File: src/rtl/bnn_pkg.sv
`timescale 1ns/1ps
package bnn_pkg;
    localparam int NEURON_CNT = 8;
    localparam int DATA_W     = 8;
    localparam int ACC_W      = 10;
    localparam int SEL_W      = $clog2(NEURON_CNT);
    localparam int CNT_W      = $clog2(DATA_W + 1);

    // side group bit positions
    localparam int SIDE_LOAD  = 0;
    localparam int SIDE_SEL0  = 1;
    localparam int SIDE_COMP  = 4;
    localparam int SIDE_HI0   = 6;
endpackage

File: src/rtl/bnn_rise_det.sv
`timescale 1ns/1ps
module bnn_rise_det (
    input  logic clk,
    input  logic rst_n,
    input  logic level,
    output logic pulse
);
    logic level_q;

    always_ff @(posedge clk or negedge rst_n) begin
        if (!rst_n) level_q <= 1'b0;
        else        level_q <= level;
    end

    assign pulse = level & ~level_q;
endmodule

File: src/rtl/bnn_neuron.sv
`timescale 1ns/1ps
module bnn_neuron #(
    parameter int DATA_W = 8,
    parameter int ACC_W  = 10
) (
    input  logic              clk,
    input  logic              rst_n,
    input  logic              wr_en,
    input  logic              add_en,
    input  logic [DATA_W-1:0] din,
    output logic [ACC_W-1:0]  acc_q
);
    localparam int CNT_W = $clog2(DATA_W + 1);

    logic [DATA_W-1:0] wgt_q;
    logic [DATA_W-1:0] agree;
    logic [CNT_W-1:0]  ones;

    always_ff @(posedge clk or negedge rst_n) begin
        if (!rst_n)     wgt_q <= '0;
        else if (wr_en) wgt_q <= din;
    end

    assign agree = ~(din ^ wgt_q);

    always_comb begin
        ones = '0;
        for (int b = 0; b < DATA_W; b++) begin
            ones = ones + CNT_W'(agree[b]);
        end
    end

    always_ff @(posedge clk or negedge rst_n) begin
        if (!rst_n)      acc_q <= '0;
        else if (add_en) acc_q <= acc_q + ACC_W'(ones);
    end
endmodule

File: src/rtl/bnn_acc_select.sv
`timescale 1ns/1ps
module bnn_acc_select #(
    parameter int COUNT = 8,
    parameter int ACC_W = 10,
    localparam int SEL_W = $clog2(COUNT)
) (
    input  logic [COUNT-1:0][ACC_W-1:0] acc_vec,
    input  logic [SEL_W-1:0]            sel,
    output logic [ACC_W-1:0]            acc_sel
);
    always_comb begin
        acc_sel = '0;
        for (int k = 0; k < COUNT; k++) begin
            if (sel == SEL_W'(k)) acc_sel = acc_vec[k];
        end
    end
endmodule

File: src/rtl/bnn_xnor_array.sv
`timescale 1ns/1ps
module bnn_xnor_array
    import bnn_pkg::*;
(
    input  logic       clk,
    input  logic       rst_n,
    input  logic [7:0] act_bus,
    input  logic [7:0] side_in,
    output logic [7:0] acc_low,
    output logic [7:0] side_out,
    output logic [7:0] side_oe
);
    logic              load_w;
    logic              comp_lvl;
    logic              comp_rise;
    logic              add_all;
    logic [SEL_W-1:0]  sel;
    logic [NEURON_CNT-1:0][ACC_W-1:0] acc_vec;
    logic [ACC_W-1:0]  acc_sel;
    logic              unused_side;

    assign load_w      = side_in[SIDE_LOAD];
    assign sel         = side_in[SIDE_SEL0 +: SEL_W];
    assign comp_lvl    = side_in[SIDE_COMP];
    assign unused_side = ^side_in[7:5];

    bnn_rise_det u_rise (
        .clk   (clk),
        .rst_n (rst_n),
        .level (comp_lvl),
        .pulse (comp_rise)
    );

    // a load cycle swallows any compute edge
    assign add_all = comp_rise & ~load_w;

    for (genvar n = 0; n < NEURON_CNT; n++) begin : g_neuron
        bnn_neuron #(
            .DATA_W (DATA_W),
            .ACC_W  (ACC_W)
        ) u_neuron (
            .clk    (clk),
            .rst_n  (rst_n),
            .wr_en  (load_w && (sel == SEL_W'(n))),
            .add_en (add_all),
            .din    (act_bus),
            .acc_q  (acc_vec[n])
        );
    end

    bnn_acc_select #(
        .COUNT (NEURON_CNT),
        .ACC_W (ACC_W)
    ) u_sel (
        .acc_vec (acc_vec),
        .sel     (sel),
        .acc_sel (acc_sel)
    );

    assign acc_low  = acc_sel[7:0];
    assign side_out = {acc_sel[ACC_W-1:8], 6'b0};
    assign side_oe  = 8'b1100_0000;
endmodule

File: config.mk
export PLATFORM = sky130hd
export DESIGN_NAME = bnn_xnor_array
export DESIGN_NICKNAME = d
export VERILOG_FILES = /design/src/rtl/bnn_pkg.sv /design/src/rtl/bnn_rise_det.sv /design/src/rtl/bnn_neuron.sv /design/src/rtl/bnn_acc_select.sv /design/src/rtl/bnn_xnor_array.sv
export SDC_FILE = /design/constraint.sdc
export NUM_CORES = 1
export LEC_CHECK = 0
export ABC_CLOCK_PERIOD_IN_PS = 10500
export BUFFER_PORTS_ARGS = -buffer_cell sky130_fd_sc_hd__buf_2
export CAP_MARGIN = 10
export CORE_MARGIN = 4
export CORE_UTILIZATION = 60
export DETAILED_ROUTE_END_ITERATION = 10
export PLACE_DENSITY = 0.89
export SETUP_SLACK_MARGIN = 0.4
export SLEW_MARGIN = 20
export SYNTH_ARGS = -nofsm -noshare
export SYNTH_HDL_FRONTEND = slang
export SYNTH_SLANG_ARGS = --single-unit
File: constraint.sdc
create_clock -name clk -period 10.5 [get_ports clk]
set_input_delay 2.1 -clock clk [delete_from_list [all_inputs] [get_ports clk]]
set_output_delay 2.1 -clock clk [all_outputs]
set_load 0.02 [all_outputs]
[Word level (Yosys, flattened, before mapping)]
Index checks and enable logic that the tools add are counted.
Storage, ports and cells
  bits in registers: 145
  output and inout port bits: 24
  logic and storage cells: 125
  input port bits: 18
Operators by class
  equality and inequality tests: 7
  bitwise logic cells: 20
  add/subtract/negate cells: 64
  reduce and logical (&&, ||, !) cells: 9
  mux-type cells: 8
Operators by type and width (number)
  adder 4 x 1 -> 4 bit: 48
  adder 10 x 4 -> 10 bit: 8
  2-to-1 mux 10 bit: 8
  inverter 8 bit: 8
  XOR 8 bit: 8
  adder 1 x 1 -> 2 bit: 8
  equality test 3 bit (second input constant): 4
  logical AND 1 bit: 8
  equality test 3 x 2 -> 1 bit (second input constant): 2
  equality test 3 x 1 -> 1 bit (second input constant): 1
  logical NOT 3 bit: 1
  bitwise AND 1 bit: 2
  inverter 1 bit: 2

[Logic depth before layout (Yosys ltp)]
Gate-level depths: netlist (run 1).
  depth in word-level cells: 10
  depth in mapped cells: 16
  gate-level depth less buffers: 15

[Modules after synthesis]
From an unflattened synthesis (run 1), not the netlist that was laid out.
Unflattened totals
  cells, all modules: 867
  area total of the unflattened synthesis: 9900.7 sq um
By module, submodules not included
  bnn_neuron: cells each 93, seq. area each 450.4 sq um, area an instance 1107.3 sq um, instances 8
  bnn_acc_select: cells each 96, seq. area each 0.0 sq um, area an instance 788.3 sq um, instances 1
  bnn_xnor_array: cells each 25, seq. area each 0.0 sq um, area an instance 215.2 sq um, instances 1
  bnn_rise_det: cells each 2, seq. area each 25.0 sq um, area an instance 38.8 sq um, instances 1

[Worst setup path before layout (run 1)]
OpenSTA, ideal clock, no wires.
  kind: input-to-reg
  start point: in act_bus[0]
  end point: reg g_neuron[5].u_neuron.acc_q[8]
  setup time: 0.079 ns
  arrival: 6.183 ns
  slack: 4.238 ns
  data required time: 10.421 ns
  path buffers: 1
  stages on the path: 15
  path through: buf_1 -> xnor2_1 -> ha_1 -> inv_1 -> fa_1 -> fa_1 -> inv_1 -> fa_1 -> fa_1 -> inv_1 -> fa_1 -> nor2b_1 -> o21ai_1 -> a2111oi_4 -> xor2_1
On the way
  cells in the longest elaborated chain, start to end: 10
RTL lines
  from (decl): line bnn_xnor_array.sv:7  | input logic [7:0] act_bus,
  XOR 8 bit: line bnn_neuron.sv:24  | assign agree = ~(din ^ wgt_q);
  inverter 8 bit: line bnn_neuron.sv:24
  adder 1 x 1 -> 2 bit: line bnn_neuron.sv:29  | ones = ones + CNT_W'(agree[b]);
  adder 4 x 1 -> 4 bit (6 in series): line bnn_neuron.sv:29
  adder 10 x 4 -> 10 bit: line bnn_neuron.sv:35  | else if (add_en) acc_q <= acc_q + ACC_W'(ones);
  to (signal assigned): line bnn_neuron.sv:35
  to (decl): line bnn_neuron.sv:11  | output logic [ACC_W-1:0] acc_q
No other way between the ends.
A chain may end at the register's enable or synchronous reset.

[Worst setup path in the final report (run 1)]
  start point: in side_in[2]
  end point: out acc_low[1]
On the way
  cells in the longest elaborated chain, start to end: 9
  elaborated cells on any way between the ends: 16
  classes of those cells: 7 x eq/ne; 8 x mux; 1 x reduce/logical
RTL lines
  from (decl): line bnn_xnor_array.sv:8  | input logic [7:0] side_in,
  logical NOT 3 bit: line bnn_acc_select.sv:14  | if (sel == SEL_W'(k)) acc_sel = acc_vec[k];
  2-to-1 mux 10 bit (7 in series): line bnn_acc_select.sv:14
  2-to-1 mux 10 bit *: line bnn_acc_select.sv:14
  to (decl): line bnn_xnor_array.sv:9  | output logic [7:0] acc_low,
Mark *: on every way between the ends. The rest lies on a longest branch, timed or not.

==> results of run 1 <==
-- per-layer routing --
| metal | vias to the layer above | GRT usage | routed length [um] |
|---|---|---|---|
| met3 | 43 | 0.06489 | 1115 |
| met4 | 2 | 0.07127 | 390 |
| met5 | - | 0 | 13 |
| met2 | 171 | 0.3784 | 9522 |
| li1 | 2956 | - | - |
| met1 | 3074 | 0.3146 | 8257 |
-- through the flow --
stage | power, mW | util | instance area [sq um] | hold WS (ns) | cells
after floorplan | 2.301 | - | 9588 | 0.4365 | 888
after global placement | 2.606 | 0.6348 | 9757 | 0.4540 | 1080
after detailed placement | 2.738 | 0.6348 | 9757 | 0.4536 | 1080
after CTS | 3.496 | 0.6793 | 10440 | 0.4654 | 1112
after global routing | 3.832 | 0.6793 | 10440 | 0.4773 | 1112
final | 3.480 | 0.6793 | 10440 | 0.4675 | 1112
-- flip-flops by register name (all words and copies together), names as in the netlist --
| register | count |
|---|---|
| g_neuron.u_neuron.acc_q | 80 |
| g_neuron.u_neuron.wgt_q | 64 |
| u_rise.level_q | 1 |
-- area by class of cell --
| cell class | count | area, sq um |
|---|---|---|
| sequential | 145 | 3628 |
| multi-input combinational | 614 | 5404 |
| clock inverter | 13 | 231.5 |
| tap | 211 | 264.0 |
| fill | 1109 | 4930 |
| inverter | 83 | 311.5 |
| clock buffer | 19 | 452.9 |
| timing repair buffer | 27 | 148.9 |
-- cell usage in the layout, fill, tap and decap left out, types with 14 or more instances in the layout --
master and count:
xor2_1 67, dfrtp_1 145, mux2_1 26, a211oi_1 14, clkbuf_16 17, ha_1 57, fa_1 40, inv_1 82
buf_2 23, o21ai_0 24, conb_1 14, mux2_2 38, xnor2_1 62, nor2b_1 16, nand2_1 76, a21oi_1 36
o21ai_1 29, nand3_1 20
-- where the power goes --
group | switching (mW) | internal [mW]
combinational | 1.09 | 0.864
clock | 0.243 | 0.459
sequential | 0.124 | 0.695
total | 1.46 | 2.02
-- path summary, 6_finish.rpt --
path / endpoint / slack (ns) / cells after the start
max: acc_low[1] / 4.30 / 6
min: g_neuron[3].u_neuron.acc_q[9] / 0.47 / 1
max reg2reg: g_neuron[0].u_neuron.acc_q[8] / 6.06 / 14
min reg2reg: g_neuron[3].u_neuron.acc_q[9] / 0.47 / 1
max in group asynchronous: g_neuron[6].u_neuron.acc_q[4] / 7.45 / 2
min in group asynchronous: g_neuron[4].u_neuron.acc_q[8] / 1.71 / 1
-- kinds of logic after synthesis --
logic type	after synthesis	synth area share
buffers and inverters	129	0.05887
muxes	87	0.1154
adders and majority gates	97	0.1586
other	2	0.0007870
AOI/OAI and AO/OA	132	0.08916
DFF	145	0.3802
and+or+nand+nor	155	0.07854
xor gates and xnor gates	129	0.1184
==> impl_results.md, run 1 <==
* Largest net degree at the start of global routing at 80
* Cell family with most CP delay: buffers and inverters
* Worst-margin pin slew at 1.043 ns
* Final Worst Setup Slack at 4.296 ns
* DIE AREA at 17990 sq um
* DRC at 0
* Post-place setup slack at 4.051 ns
* Crit path arrival time at 4.10 ns
* Routed WL at 19.30 mm
* Detailed Route Iter0 Violations at 498
* Initial Util at 0.6208
* Sequence of cells on the critical path: buf_2, inv_1, a31oi_1, a221oi_1, a21oi_1, buf_2
* Max-slew violation count at 0
* Die Width at 134.1 um
* Synthesized instance count at 876
* Site row count at 45
* Mean Syn Cell Area at 10.89 sq um
* Vias in the first global route at 6635
* Die Height at 134.1 um
* Global-route wire length before repair at 33.64 mm
* Worst-path fanout max at 40
* Total track usage at 0.2351
* N_diodes at 0
* Synth cell count leaders: dfrtp_1, inv_1, nand2_1
* Synth Flop Type: dfrtp_1
* Worst r2r src: g_neuron[0].u_neuron.wgt_q[1]
* Core ar. at 15370 sq um
* CTS Root Cell: clkbuf_16
* Seq cells post-synth at 145
* Leakage power at 4.910 nW
* Ys async rst share at 1.000
* Fin nets at 1003
* RSZ-0062 raised after global routing: no
* CTS Sinks at 145
* Crit share post-route at 0.5909
* Synth top area share at 0.3802
* Setup TNS at 0 ns
* Setup crit end kind: primary output
* Via Count at 6246
* Vias per cell at 5.617
* Synth warn at 0
* Initial antenna violation count at 1
* Syn Std Cell Area at 9543 sq um
* Largest area contributor in the netlist: dfrtp_1
* Post-synth EDFFs at 0
* DR WL/cell at 17.36 um
* Max Root-Sink Buffers at 2
* Skew-Pair Late Insertion Delay at 0.43 ns
* H-tree depth at 4
* Crit path max-delay cell type: buf_2
* Clk slew on worst S/H paths at 0.06 ns
* Required @ worst endpoint at 8.40 ns
* Total CTS buffers at 17
* Status: completed
* Endpoints failing hold at 0
* Post-route minimum period at 6.204 ns
* Crit path from: side_in[2]
* Drt pass-1 iters at 5
* Area growth syn-to-layout at 9.414%
* Post-DP HPWL at 13.48 mm
* Synth top area cells: dfrtp_1, fa_1, ha_1
* Hold_sp: g_neuron[3].u_neuron.acc_q[9]
* Antenna-violating nets left at 0
* Pwr Density at 333.3 nW/um^2
* GPL Wtd Cong at 0.8327
* VDD IR max at 0.1881 mV
* CTS tree: yes
* CP dominant cell by count: buf_2
* # port buffers at 24
* Max-cap violations at 0
* CP bufs+invs at 3
* Final setup viols at 0
* Global route overflow at 0
* Skew final at 0.005503 ns
* Sequential area share after synthesis at 0.3802
* CTS Hold Buffers Added at 0
* CTS resizes at 0
* Worst hold path type: reg2reg
* Layout cells sized above 1 at 0.1321
* WS Path Type: in2out
* F_max at 0.1612 GHz
* Slowest cell delay on critical path at 0.77 ns
* Relative slew slack at 0.3044
* IO Count at 42
* Number of distinct library cells after synthesis at 48
* Postcts setup bufs at 0
* Startpoint types: primary input
* Top-count cell post-synth: dfrtp_1
(Power assumes the default switching activity.)
==> run 2, diff against run 1 <==
--- a/config.mk
+++ b/config.mk
@@ -5,7 +5,8 @@
 export SDC_FILE = /design/constraint.sdc
 export NUM_CORES = 1
 export LEC_CHECK = 0
-export ABC_CLOCK_PERIOD_IN_PS = 10500
+export ABC_AREA = 1
+export ABC_CLOCK_PERIOD_IN_PS = 6100
 export BUFFER_PORTS_ARGS = -buffer_cell sky130_fd_sc_hd__buf_2
 export CAP_MARGIN = 10
 export CORE_MARGIN = 4
==> constraint.sdc (replaced) <==
create_clock -name clk -period 6.1 [get_ports clk]
set_input_delay 1.22 -clock clk [delete_from_list [all_inputs] [get_ports clk]]
set_output_delay 1.22 -clock clk [all_outputs]
set_load 0.02 [all_outputs]
==> run 2 against run 1 <==
Cell count grew 36%. Die area increased by 5.2%. Total power up 61%.
==> impl_results.md, run 2 <==
* Site row count at 47
* Largest net degree at the start of global routing at 98
* Final Worst Setup Slack at 1.035 ns
* Postcts setup bufs at 0
* Setup TNS at 0 ns
* DRC at 0
* Slowest cell delay on critical path at 0.53 ns
* Number of distinct library cells after synthesis at 26
* Die Width at 137.6 um
* N_diodes at 0
* Max reg flops at 80
* Clock power frac at 0.176
* WHS Path Cells at 1
* Status: completed
* Worst-margin pin slew at 0.9247 ns
* DIE AREA at 18920 sq um
* Antenna-violating nets left at 0
* Final setup viols at 0
* Mean Syn Cell Area at 7.856 sq um
* Crit share post-route at 0.8303
* Post-DP HPWL at 16.52 mm
* Syn Std Cell Area at 10070 sq um
* Total CTS buffers at 17
* Area growth syn-to-layout at 7.268%
* Required @ worst endpoint at 6.42 ns
* Clk slew on worst S/H paths at 0.06 ns
* Synth warn at 0
* CTS resizes at 0
* H-tree depth at 4
* Sequential area share after synthesis at 0.3603
* Worst-path fanout max at 9
* Die Height at 137.6 um
* Area after DPL at 10250 sq um
* CP dominant cell by count: fa_1
* # port buffers at 24
* Largest area contributor in the netlist: dfrtp_1
* Synth Flop Type: dfrtp_1
* Endpoints failing hold at 0
* Register-to-Register Setup Slack at 1.70 ns
* Crit path arrival time at 5.38 ns
* DR WL/cell at 15.20 um
* Post-route design area at 10800 sq um
* Int Power at 3.037 mW
* Total track usage at 0.2602
* Skew-Pair Late Insertion Delay at 0.43 ns
* Cell family with most CP delay: adder cells
* Core ar. at 16520 sq um
* Global-route wire length before repair at 39.05 mm
* Detailed Route Iter0 Violations at 690
* CTS tree: yes
* Worst hold path type: reg2reg
* Initial Util at 0.6094
* Synth cell count leaders: nand2_1, inv_1, dfrtp_1
* Via Count at 8408
* VDD IR max at 0.2637 mV
* F_max at 0.1974 GHz
* Synth top area cells: dfrtp_1, nand2_1, fa_1
* Most common cell after layout, fill and taps aside: nand2_1
* WS Path Type: in2reg
* RSZ-0062 raised after global routing: no
* Fin nets at 1397
* R2r endpoint: g_neuron[2].u_neuron.acc_q[4]
* Synth top area share at 0.3603
* Sw Share at 0.4573
* Routed WL at 23.02 mm
* Synthesized instance count at 1282
* Initial antenna violation count at 1
* Post-place setup slack at 0.7061 ns
* IO Count at 42
* Max-cap violations at 0
* Max-slew violation count at 0
* Seq pwr share at 0.256
* Max Root-Sink Buffers at 2
* CP bufs+invs at 5
* Most frequent cells in the layout: nand2_1, inv_1, dfrtp_1, nand3_1, o21ai_0
* Global route overflow at 0
* Vias per cell at 5.554
* Hold_sp: g_neuron[2].u_neuron.acc_q[6]
* Post-synth EDFFs at 0
* Skew final at 0.008621 ns
* Pwr Density at 518.0 nW/um^2
* Largest regs: g_neuron.u_neuron.acc_q: 80 flops, g_neuron.u_neuron.wgt_q: 64 flops, u_rise.level_q: 1 flops
* Top reg by flops: g_neuron.u_neuron.acc_q
* Crit path max-delay cell type: fa_1
* CTS Root Cell: clkbuf_16
* CTS Hold Buffers Added at 0
* Relative slew slack at 0.3835
* Hold path endpoint: g_neuron[2].u_neuron.acc_q[6]
* Startpoint types: primary input
* Setup crit end kind: flip-flop
* CTS Sinks at 145
* Ys async rst share at 1.000
* Top-count cell post-synth: nand2_1
* Leakage power at 5.532 nW
* GPL Wtd Cong at 0.8901
* Worst r2r src: g_neuron[2].u_neuron.wgt_q[0]
* Worst reg-to-reg path cell count at 14
* Layout cells sized above 1 at 0.05410
* Drt pass-1 iters at 6
* Post-route minimum period at 5.065 ns
* Psw at 2.559 mW
* Vias in the first global route at 8207
* Sequence of cells on the critical path: buf_2, xnor2_1, ha_1, inv_1, fa_1, inv_1, fa_1, fa_1, inv_1, fa_1, fa_1, o21ai_0, nand2_1, xor2_1, inv_1
* Logic pwr share at 0.568
* Seq cells post-synth at 145
[run 2: worst max-delay path by stage]
stage | from | endpoint | slack, ns | cells after the start
after floorplan | act_bus[0] | g_neuron[5].u_neuron.acc_q[6] | 0.87 | 15
after global placement | act_bus[0] | g_neuron[2].u_neuron.acc_q[8] | 0.78 | 14
after detailed placement | act_bus[1] | g_neuron[3].u_neuron.acc_q[6] | 0.71 | 15
after CTS | act_bus[0] | g_neuron[2].u_neuron.acc_q[4] | 1.03 | 15
after global routing | act_bus[1] | g_neuron[1].u_neuron.acc_q[4] | 0.88 | 15
final | act_bus[0] | g_neuron[2].u_neuron.acc_q[4] | 1.04 | 15
[run 2: per-stage QoR]
| stage | power [mW] | std cells | hold slack [ns] | utilization |
|---|---|---|---|---|
| 2_1_floorplan | 3.776 | 1294 | 0.4626 | - |
| 4_1_cts | 5.573 | 1514 | 0.5096 | 0.6537 |
| 6_report | 5.596 | 1514 | 0.5035 | 0.6537 |
| 5_1_grt | 6.136 | 1514 | 0.5276 | 0.6537 |
| 3_5_place_dp | 4.539 | 1483 | 0.4917 | 0.6202 |
| 3_3_place_gp | 4.314 | 1483 | 0.4789 | 0.6202 |
[run 2: power by group through the flow]
stage	sequential [mW]	clock, mW	combinational, mW
after floorplan	1.37	0	2.40
after global placement	1.43	0	2.88
after detailed placement	1.44	0	3.10
after CTS	1.43	0.994	3.15
after global routing	1.47	1.03	3.64
final	1.43	0.985	3.18
[run 2: routing by layer]
metal  share of wire  global-route usage
met1            0.42              0.3507
met4           0.033              0.1070
met5         0.00048                   0
met3           0.057             0.04237
met2            0.49              0.4203
[run 2: final cells by class]
type / count / area, sq um
clock buffer: 18 / 439.2
fill: 1248 / 5722
inverter: 152 / 570.5
timing repair buffer: 28 / 156.4
clock inverter: 13 / 115.1
tap: 220 / 275.3
sequential: 145 / 3628
multi-input combinational: 938 / 5618
[run 2: cells by family (layout without fill, tap and decap cells)]
group,Yosys count,count (layout),share of synthesized area
compound gates,110,110,0.05479
xor+xnor,106,106,0.09219
fa+ha+maj,97,97,0.1503
buf+inv,211,211,0.08635
flops,145,145,0.3603
other cells,2,14,0.0007457
simple gates,611,611,0.2553
[run 2: worst reg2reg max path, stage by stage (launching register included)]
cell     delay (ns)
dfrtp_1        0.40
xnor2_1        0.15
ha_1           0.30
inv_1          0.06
fa_1           0.53
inv_1          0.05
fa_1           0.50
fa_1           0.46
inv_1          0.09
fa_1           0.45
fa_1           0.46
o21ai_0        0.47
nand2_1        0.14
xor2_1         0.17
inv_1          0.05
